**src/rtl/rl_pkg.sv**
```systemverilog
package rl_pkg;
  localparam int WORD_W = 9;

  localparam logic [3:0] ST_NONE    = 4'd0;
  localparam logic [3:0] ST_OK      = 4'd1;
  localparam logic [3:0] ST_COUNT   = 4'd2;
  localparam logic [3:0] ST_PATTERN = 4'd3;
  localparam logic [3:0] ST_WIDTH   = 4'd4;
  localparam logic [3:0] ST_RANGE   = 4'd5;

  typedef enum logic [2:0] {
    S_IDLE,
    S_CHECK,
    S_READ,
    S_WRITE,
    S_FIN
  } rl_state_e;
endpackage

```
**src/rtl/rl_cfg_check.sv**
```systemverilog
module rl_cfg_check #(
  parameter int MAX_RULE    = 16,
  parameter int STORE_WORDS = 4096
) (
  input  logic [15:0] width,
  input  logic [31:0] count,
  output logic [3:0]  err_code,
  output logic [3:0]  bpr,
  output logic [35:0] total
);
  import rl_pkg::*;

  localparam bit          RANGE_OK = (MAX_RULE >= 16) && (MAX_RULE <= 20);
  localparam logic [32:0] LIMIT    = 33'd1 << MAX_RULE;
  localparam logic [35:0] CAP      = 36'(STORE_WORDS);

  logic width_ok;

  always_comb begin
    case (width)
      16'd24, 16'd32, 16'd40, 16'd48, 16'd56, 16'd64: width_ok = 1'b1;
      default:                                         width_ok = 1'b0;
    endcase
    bpr   = width_ok ? width[6:3] : 4'd0;
    total = 36'(count) * 36'(bpr);
  end

  generate
    if (!RANGE_OK) begin : g_bad_range
      assign err_code = ST_RANGE;
    end else begin : g_checks
      always_comb begin
        if (!width_ok)                 err_code = ST_WIDTH;
        else if ({1'b0, count} > LIMIT) err_code = ST_COUNT;
        else if (total > CAP)           err_code = ST_PATTERN;
        else                            err_code = ST_NONE;
      end
    end
  endgenerate
endmodule

```
**src/rtl/rl_word_decode.sv**
```systemverilog
module rl_word_decode (
  input  logic [rl_pkg::WORD_W-1:0] word,
  output logic [7:0]                value,
  output logic                      dc,
  output logic                      bad
);
  always_comb begin
    bad   = word > 9'd256;
    dc    = word == 9'd256;
    value = (dc || bad) ? 8'd0 : word[7:0];
  end
endmodule

```
**src/rtl/rl_seq.sv**
```systemverilog
module rl_seq (
  input  logic        clk,
  input  logic        rst_n,
  input  logic        init_req,
  input  logic [15:0] cfg_width,
  input  logic [31:0] cfg_count,
  output logic [15:0] width_q,
  output logic [31:0] count_q,
  input  logic [3:0]  err_code,
  input  logic [3:0]  bpr,
  input  logic [35:0] total,
  input  logic        mem_valid,
  input  logic [7:0]  dec_value,
  input  logic        dec_dc,
  input  logic        dec_bad,
  output logic        busy,
  output logic [3:0]  status,
  output logic        mem_req,
  output logic [31:0] mem_addr,
  output logic        st_wr_valid,
  input  logic        st_wr_ready,
  output logic [31:0] st_wr_rule,
  output logic [2:0]  st_wr_lane,
  output logic [7:0]  st_wr_value,
  output logic        st_wr_dc
);
  import rl_pkg::*;

  rl_state_e   state_q;
  logic        busy_q;
  logic [3:0]  status_q;
  logic [31:0] addr_q;
  logic [31:0] rule_q;
  logic [2:0]  lane_q;
  logic [7:0]  val_q;
  logic        dc_q;
  logic        last_lane;
  logic        last_word;

  assign last_lane = {1'b0, lane_q} == (bpr - 4'd1);
  assign last_word = (36'(addr_q) + 36'd1) == total;

  always_ff @(posedge clk or negedge rst_n) begin
    if (!rst_n) begin
      state_q  <= S_IDLE;
      busy_q   <= 1'b0;
      status_q <= ST_NONE;
      width_q  <= '0;
      count_q  <= '0;
      addr_q   <= '0;
      rule_q   <= '0;
      lane_q   <= '0;
      val_q    <= '0;
      dc_q     <= 1'b0;
    end else begin
      case (state_q)
        S_IDLE: begin
          if (init_req) begin
            width_q  <= cfg_width;
            count_q  <= cfg_count;
            busy_q   <= 1'b1;
            status_q <= ST_NONE;
            addr_q   <= '0;
            rule_q   <= '0;
            lane_q   <= '0;
            state_q  <= S_CHECK;
          end
        end
        S_CHECK: begin
          if (err_code != ST_NONE) begin
            status_q <= err_code;
            state_q  <= S_FIN;
          end else if (total == 36'd0) begin
            status_q <= ST_OK;
            state_q  <= S_FIN;
          end else begin
            state_q  <= S_READ;
          end
        end
        S_READ: begin
          if (mem_valid) begin
            if (dec_bad) begin
              status_q <= ST_PATTERN;
              state_q  <= S_FIN;
            end else begin
              val_q   <= dec_value;
              dc_q    <= dec_dc;
              state_q <= S_WRITE;
            end
          end
        end
        S_WRITE: begin
          if (st_wr_ready) begin
            addr_q <= addr_q + 32'd1;
            if (last_lane) begin
              lane_q <= '0;
              rule_q <= rule_q + 32'd1;
            end else begin
              lane_q <= lane_q + 3'd1;
            end
            if (last_word) begin
              status_q <= ST_OK;
              state_q  <= S_FIN;
            end else begin
              state_q  <= S_READ;
            end
          end
        end
        S_FIN: begin
          busy_q  <= 1'b0;
          state_q <= S_IDLE;
        end
        default: state_q <= S_IDLE;
      endcase
    end
  end

  assign busy        = busy_q;
  assign status      = status_q;
  assign mem_req     = state_q == S_READ;
  assign mem_addr    = addr_q;
  assign st_wr_valid = state_q == S_WRITE;
  assign st_wr_rule  = rule_q;
  assign st_wr_lane  = lane_q;
  assign st_wr_value = val_q;
  assign st_wr_dc    = dc_q;

  // request and address held until memory answers
  a_r9_req_hold: assert property (@(posedge clk) disable iff (!rst_n)
    mem_req && !mem_valid |=> mem_req && $stable(mem_addr));

  // offered write is frozen under back-pressure
  a_r12_wr_hold: assert property (@(posedge clk) disable iff (!rst_n)
    st_wr_valid && !st_wr_ready |=> st_wr_valid && $stable(st_wr_value)
      && $stable(st_wr_dc) && $stable(st_wr_rule) && $stable(st_wr_lane));

  // no read while a write is pending
  a_r12_no_overlap: assert property (@(posedge clk) disable iff (!rst_n)
    !(mem_req && st_wr_valid));

  // final code posted before busy falls
  a_r3_code_before_fall: assert property (@(posedge clk) disable iff (!rst_n)
    $fell(busy) |-> (status != ST_NONE) && $stable(status));

  // busy only rises after a start request
  a_r2_busy_rise: assert property (@(posedge clk) disable iff (!rst_n)
    $rose(busy) |-> $past(init_req));

  // a failed check never reaches the memory
  a_r8_no_read_bad_cfg: assert property (@(posedge clk) disable iff (!rst_n)
    mem_req |-> err_code == ST_NONE);
endmodule

```
**src/rtl/rule_loader_ctrl.sv**
```systemverilog
module rule_loader_ctrl #(
  parameter int MAX_RULE    = 16,
  parameter int STORE_WORDS = 4096
) (
  input  logic        clk,
  input  logic        rst_n,
  input  logic        init_req,
  input  logic [15:0] cfg_width,
  input  logic [31:0] cfg_count,
  output logic        busy,
  output logic [3:0]  status,
  output logic        mem_req,
  output logic [31:0] mem_addr,
  input  logic        mem_valid,
  input  logic [8:0]  mem_data,
  output logic        st_wr_valid,
  input  logic        st_wr_ready,
  output logic [31:0] st_wr_rule,
  output logic [2:0]  st_wr_lane,
  output logic [7:0]  st_wr_value,
  output logic        st_wr_dc
);
  logic [15:0] width_q;
  logic [31:0] count_q;
  logic [3:0]  err_code;
  logic [3:0]  bpr;
  logic [35:0] total;
  logic [7:0]  dec_value;
  logic        dec_dc;
  logic        dec_bad;

  rl_cfg_check #(
    .MAX_RULE    (MAX_RULE),
    .STORE_WORDS (STORE_WORDS)
  ) u_check (
    .width    (width_q),
    .count    (count_q),
    .err_code (err_code),
    .bpr      (bpr),
    .total    (total)
  );

  rl_word_decode u_decode (
    .word  (mem_data),
    .value (dec_value),
    .dc    (dec_dc),
    .bad   (dec_bad)
  );

  rl_seq u_seq (
    .clk         (clk),
    .rst_n       (rst_n),
    .init_req    (init_req),
    .cfg_width   (cfg_width),
    .cfg_count   (cfg_count),
    .width_q     (width_q),
    .count_q     (count_q),
    .err_code    (err_code),
    .bpr         (bpr),
    .total       (total),
    .mem_valid   (mem_valid),
    .dec_value   (dec_value),
    .dec_dc      (dec_dc),
    .dec_bad     (dec_bad),
    .busy        (busy),
    .status      (status),
    .mem_req     (mem_req),
    .mem_addr    (mem_addr),
    .st_wr_valid (st_wr_valid),
    .st_wr_ready (st_wr_ready),
    .st_wr_rule  (st_wr_rule),
    .st_wr_lane  (st_wr_lane),
    .st_wr_value (st_wr_value),
    .st_wr_dc    (st_wr_dc)
  );
endmodule

```
**config.mk**
```make
export PLATFORM = sky130hd
export DESIGN_NAME = rule_loader_ctrl
export DESIGN_NICKNAME = d
export VERILOG_FILES = /design/src/rtl/rl_pkg.sv /design/src/rtl/rl_cfg_check.sv /design/src/rtl/rl_word_decode.sv /design/src/rtl/rl_seq.sv /design/src/rtl/rule_loader_ctrl.sv
export SDC_FILE = /design/constraint.sdc
export NUM_CORES = 1
export LEC_CHECK = 0
export BUFFER_PORTS_ARGS = -buffer_cell sky130_fd_sc_hd__buf_2
export CORE_MARGIN = 2
export CORE_UTILIZATION = 55
export CTS_BUF_LIST = sky130_fd_sc_hd__clkbuf_4 sky130_fd_sc_hd__clkbuf_8
export DETAILED_ROUTE_END_ITERATION = 6
export PLACE_DENSITY = 0.73
export SLEW_MARGIN = 20
export SYNTH_ARGS = -nofsm -noshare
export SYNTH_HDL_FRONTEND = slang
export SYNTH_SLANG_ARGS = --single-unit
export TNS_END_PERCENT = 100
```
**constraint.sdc**
```tcl
create_clock -name clk -period 8.6 [get_ports clk]
set_clock_uncertainty 0.05 [all_clocks]
set_input_delay 0.43 -clock clk [delete_from_list [all_inputs] [get_ports clk]]
set_output_delay 0.43 -clock clk [all_outputs]
set_load 0.005 [all_outputs]
```
==> impl_metrics.tcl <==
set metrics [dict create \
    clock_sinks 131 \
    max_freq_mhz 138 \
    grt_pass1_wl_um 46300 \
    grt_overflow 0 \
    crit_chain "or4_1 > nor4_2 > and3_1 > buf_4 > nand2_1 > fa_1 > fa_1 > inv_1 > fa_1 > a211oi_1 > o211ai_1 > a21oi_1 > o31ai_2 > a31oi_1 > o31a_1 > mux2i_4 > nand4_2 > or3_1 > a311o_1 > o2111ai_2 > mux2_1" \
    drc 0 \
    setup.worst_path.class "flop to flop" \
    cts_inserted_buffers 17 \
    yosys.area.top_type_share_pct 28.4 \
    antenna_found_initial 0 \
    hold_path.class "input port to flop" \
    first_pass_iters 5 \
    vdd_drop_max_uv 88.4 \
    insertedDiodeCount 0 \
    synth_edf_count 0 \
    fin_tns_setup_ns 0 \
    outcome "completed" \
    drtIter0Drc 540 \
    synth.avg_cell_area_sq_um 8.74 \
    startpoint_type "flop" \
    drt.antenna.violating_nets 0 \
    die_h_um 149 \
    place_congestion 0.915 \
    final_common_cell "buf_2" \
    dpl_cell_area_sq_um 12400 \
    clk_latency_ns 0.48 \
    cp_data_arrival_time_ns 7.55 \
    dieArea_sq_um 22200 \
    path_max_fanout 32 \
    drive_above_1_share_pct 17.6 \
    synth_top_area_cell "dfrtp_1" \
    async_flop_share_pct 100 \
    layout_common_cells "buf_2, dfrtp_1, inv_1" \
    ys.flop_type "dfrtp_1" \
    critical_path.most_common_cell "fa_1" \
    clock_path_buffers 2 \
    yosys.cell_types.count 76 \
    leakagePower_nw 6.21 \
    slew_headroom_pct 42.5 \
    htree_levels 4 \
    synth_area_leaders "dfrtp_1, fa_1, and2_1, ha_1, mux2_2" \
    cpLargestDelayFamily "compound AO/OA/AOI/OAI gates" \
    placed_cells 1682 \
    initial_core_util_pct 56.5 \
    design_area_sq_um 12900 \
    fin_cells 1715 \
    end_kind "flop" \
    grt_usage_pct 25.7 \
    core-area_sq_um 20400 \
    num_io_pins 145 \
    slew_viol_final 0 \
    synthesis.area_sq_um 11500 \
    min_period_over_period_pct 84.3 \
    ys_ff_latch 131 \
    synth-seq-area-share_pct 28.4 \
    area_delta_synth_final_pct 11.4 \
    cpMaxStageDelayCell "fa_1" \
    die_w_um 149 \
    nets 1598 \
    synth_nets 1487 \
    vias 9749 \
    cp.required_ns 8.90 \
    wire_per_inst_um 16.1 \
    io_buffers 143 \
    crit_buf_inv 2 \
    fin_crit_ns 7.25 \
    hold_violations 0 \
    std_cell_rows 52 \
    tightest_slew_ns 0.862 \
    viasPerCell 5.68 \
    cts_tree "done" \
    first_global_vias 9244 \
    synth_cells 1321 \
    clk_root_buffer_cell "clkbuf_8" \
    dp_hpwl_um 21000 \
    grt_max_degree 84 \
    rsz0062_at_grt "no" \
    clkTransAtPathRegs_ns 0.12 \
    max_stage_delay_ns 0.57 \
    power_density_nw_per_um2 119 \
    cap_violations 0 \
    wl_um 27600 \
    hold_ws_ns 0.119 \
    setup_viol 0 \
    synth_warnings 0 \
]
==> metrics by stage <==
stage               power [mW]  utilization (%)  worst slack, ns
global route              1.60             63.0            0.878
finish                    1.53             63.0             1.35
detailed placement       0.974             60.9             1.36
CTS                       1.54             63.0             1.33
global placement         0.965             60.9             1.57
floorplan                0.880                -             1.97
==> cell type report <==
| class | count | area [sq um] |
|---|---|---|
| fillers | 1826 | 7570 |
| repair buffers | 152 | 792 |
| flip-flops and latches | 131 | 3280 |
| well taps | 270 | 338 |
| inverters | 130 | 488 |
| clock buffers | 17 | 234 |
| multi-input cells | 1000 | 7550 |
| clock inverters | 15 | 183 |
==> synth_stat cells (all sizes together) (46+ instances only) <==
master / n
a21oi: 54
and2: 102
clkbuf: 53
dfrtp: 131
fa: 60
inv: 130
mux2: 50
nand2: 128
nor2: 76
o21ai: 87
xnor2: 57
xor2: 46
==> cell families after synthesis <==
group,after synthesis,synth area share [%]
multiplexers,54,5.33
adder cells (fa/ha/maj),104,15.2
AND/OR/NAND/NOR,499,22.9
buffers and inverters,190,6.32
XOR/XNOR,108,8.86
flip-flops,131,28.4
AO/OA/AOI/OAI,234,13.0
other,1,0.0325
==> layer usage <==
layer	vias to the layer above	global-route usage, %	part of all wire [%]
li1	4745	-	-
met1	4684	38.4	49
met2	290	39.5	45
met3	30	4.01	5.2
met4	0	5.76	1.1
met5	-	0	0
==> worst paths after layout <==
| kind | startpoint | to | slack, ns | cells after the start |
|---|---|---|---|---|
| worst max-delay path | u_seq.width_q[7] | u_seq.status[0] | 1.35 | 21 |
| worst min-delay path | cfg_count[28] | u_seq.count_q[28] | 0.12 | 2 |
| worst max register to register | u_seq.width_q[7] | u_seq.status[0] | 1.35 | 21 |
| worst min register to register | u_seq.st_wr_value[1] | u_seq.st_wr_value[1] | 0.43 | 2 |
| max in group asynchronous | rst_n | u_seq.width_q[2] | 6.83 | 3 |
| min in group asynchronous | rst_n | u_seq.mem_addr[27] | 0.53 | 2 |
==> flip-flops by register name, summed over array words and instances, names as in the netlist <==
register and count:
u_seq.count_q 32, u_seq.mem_addr 32, u_seq.st_wr_rule 32, u_seq.width_q 16
u_seq.st_wr_value 8, u_seq.st_wr_lane 3, u_seq.state_q 3, u_seq.status 3
u_seq.busy 1, u_seq.st_wr_dc 1
==> power by group <==
| part | total, mW | leakage [nW] | internal, mW | switching, mW |
|---|---|---|---|---|
| logic | 0.177 | 4.29 | 0.0948 | 0.0822 |
| clock network | 0.566 | 0.207 | 0.226 | 0.340 |
| registers | 0.785 | 1.71 | 0.691 | 0.0932 |
==> repair_timing <==
| item | in CTS | in global routing |
|---|---|---|
| buffers inserted | 0 | 0 |
| endpoints found under the hold margin | 63 | 0 |
| hold buffers | 1 | 0 |
| gates resized for setup | 0 | 0 |
No activity file was read; power rests on OpenSTA's default activity.
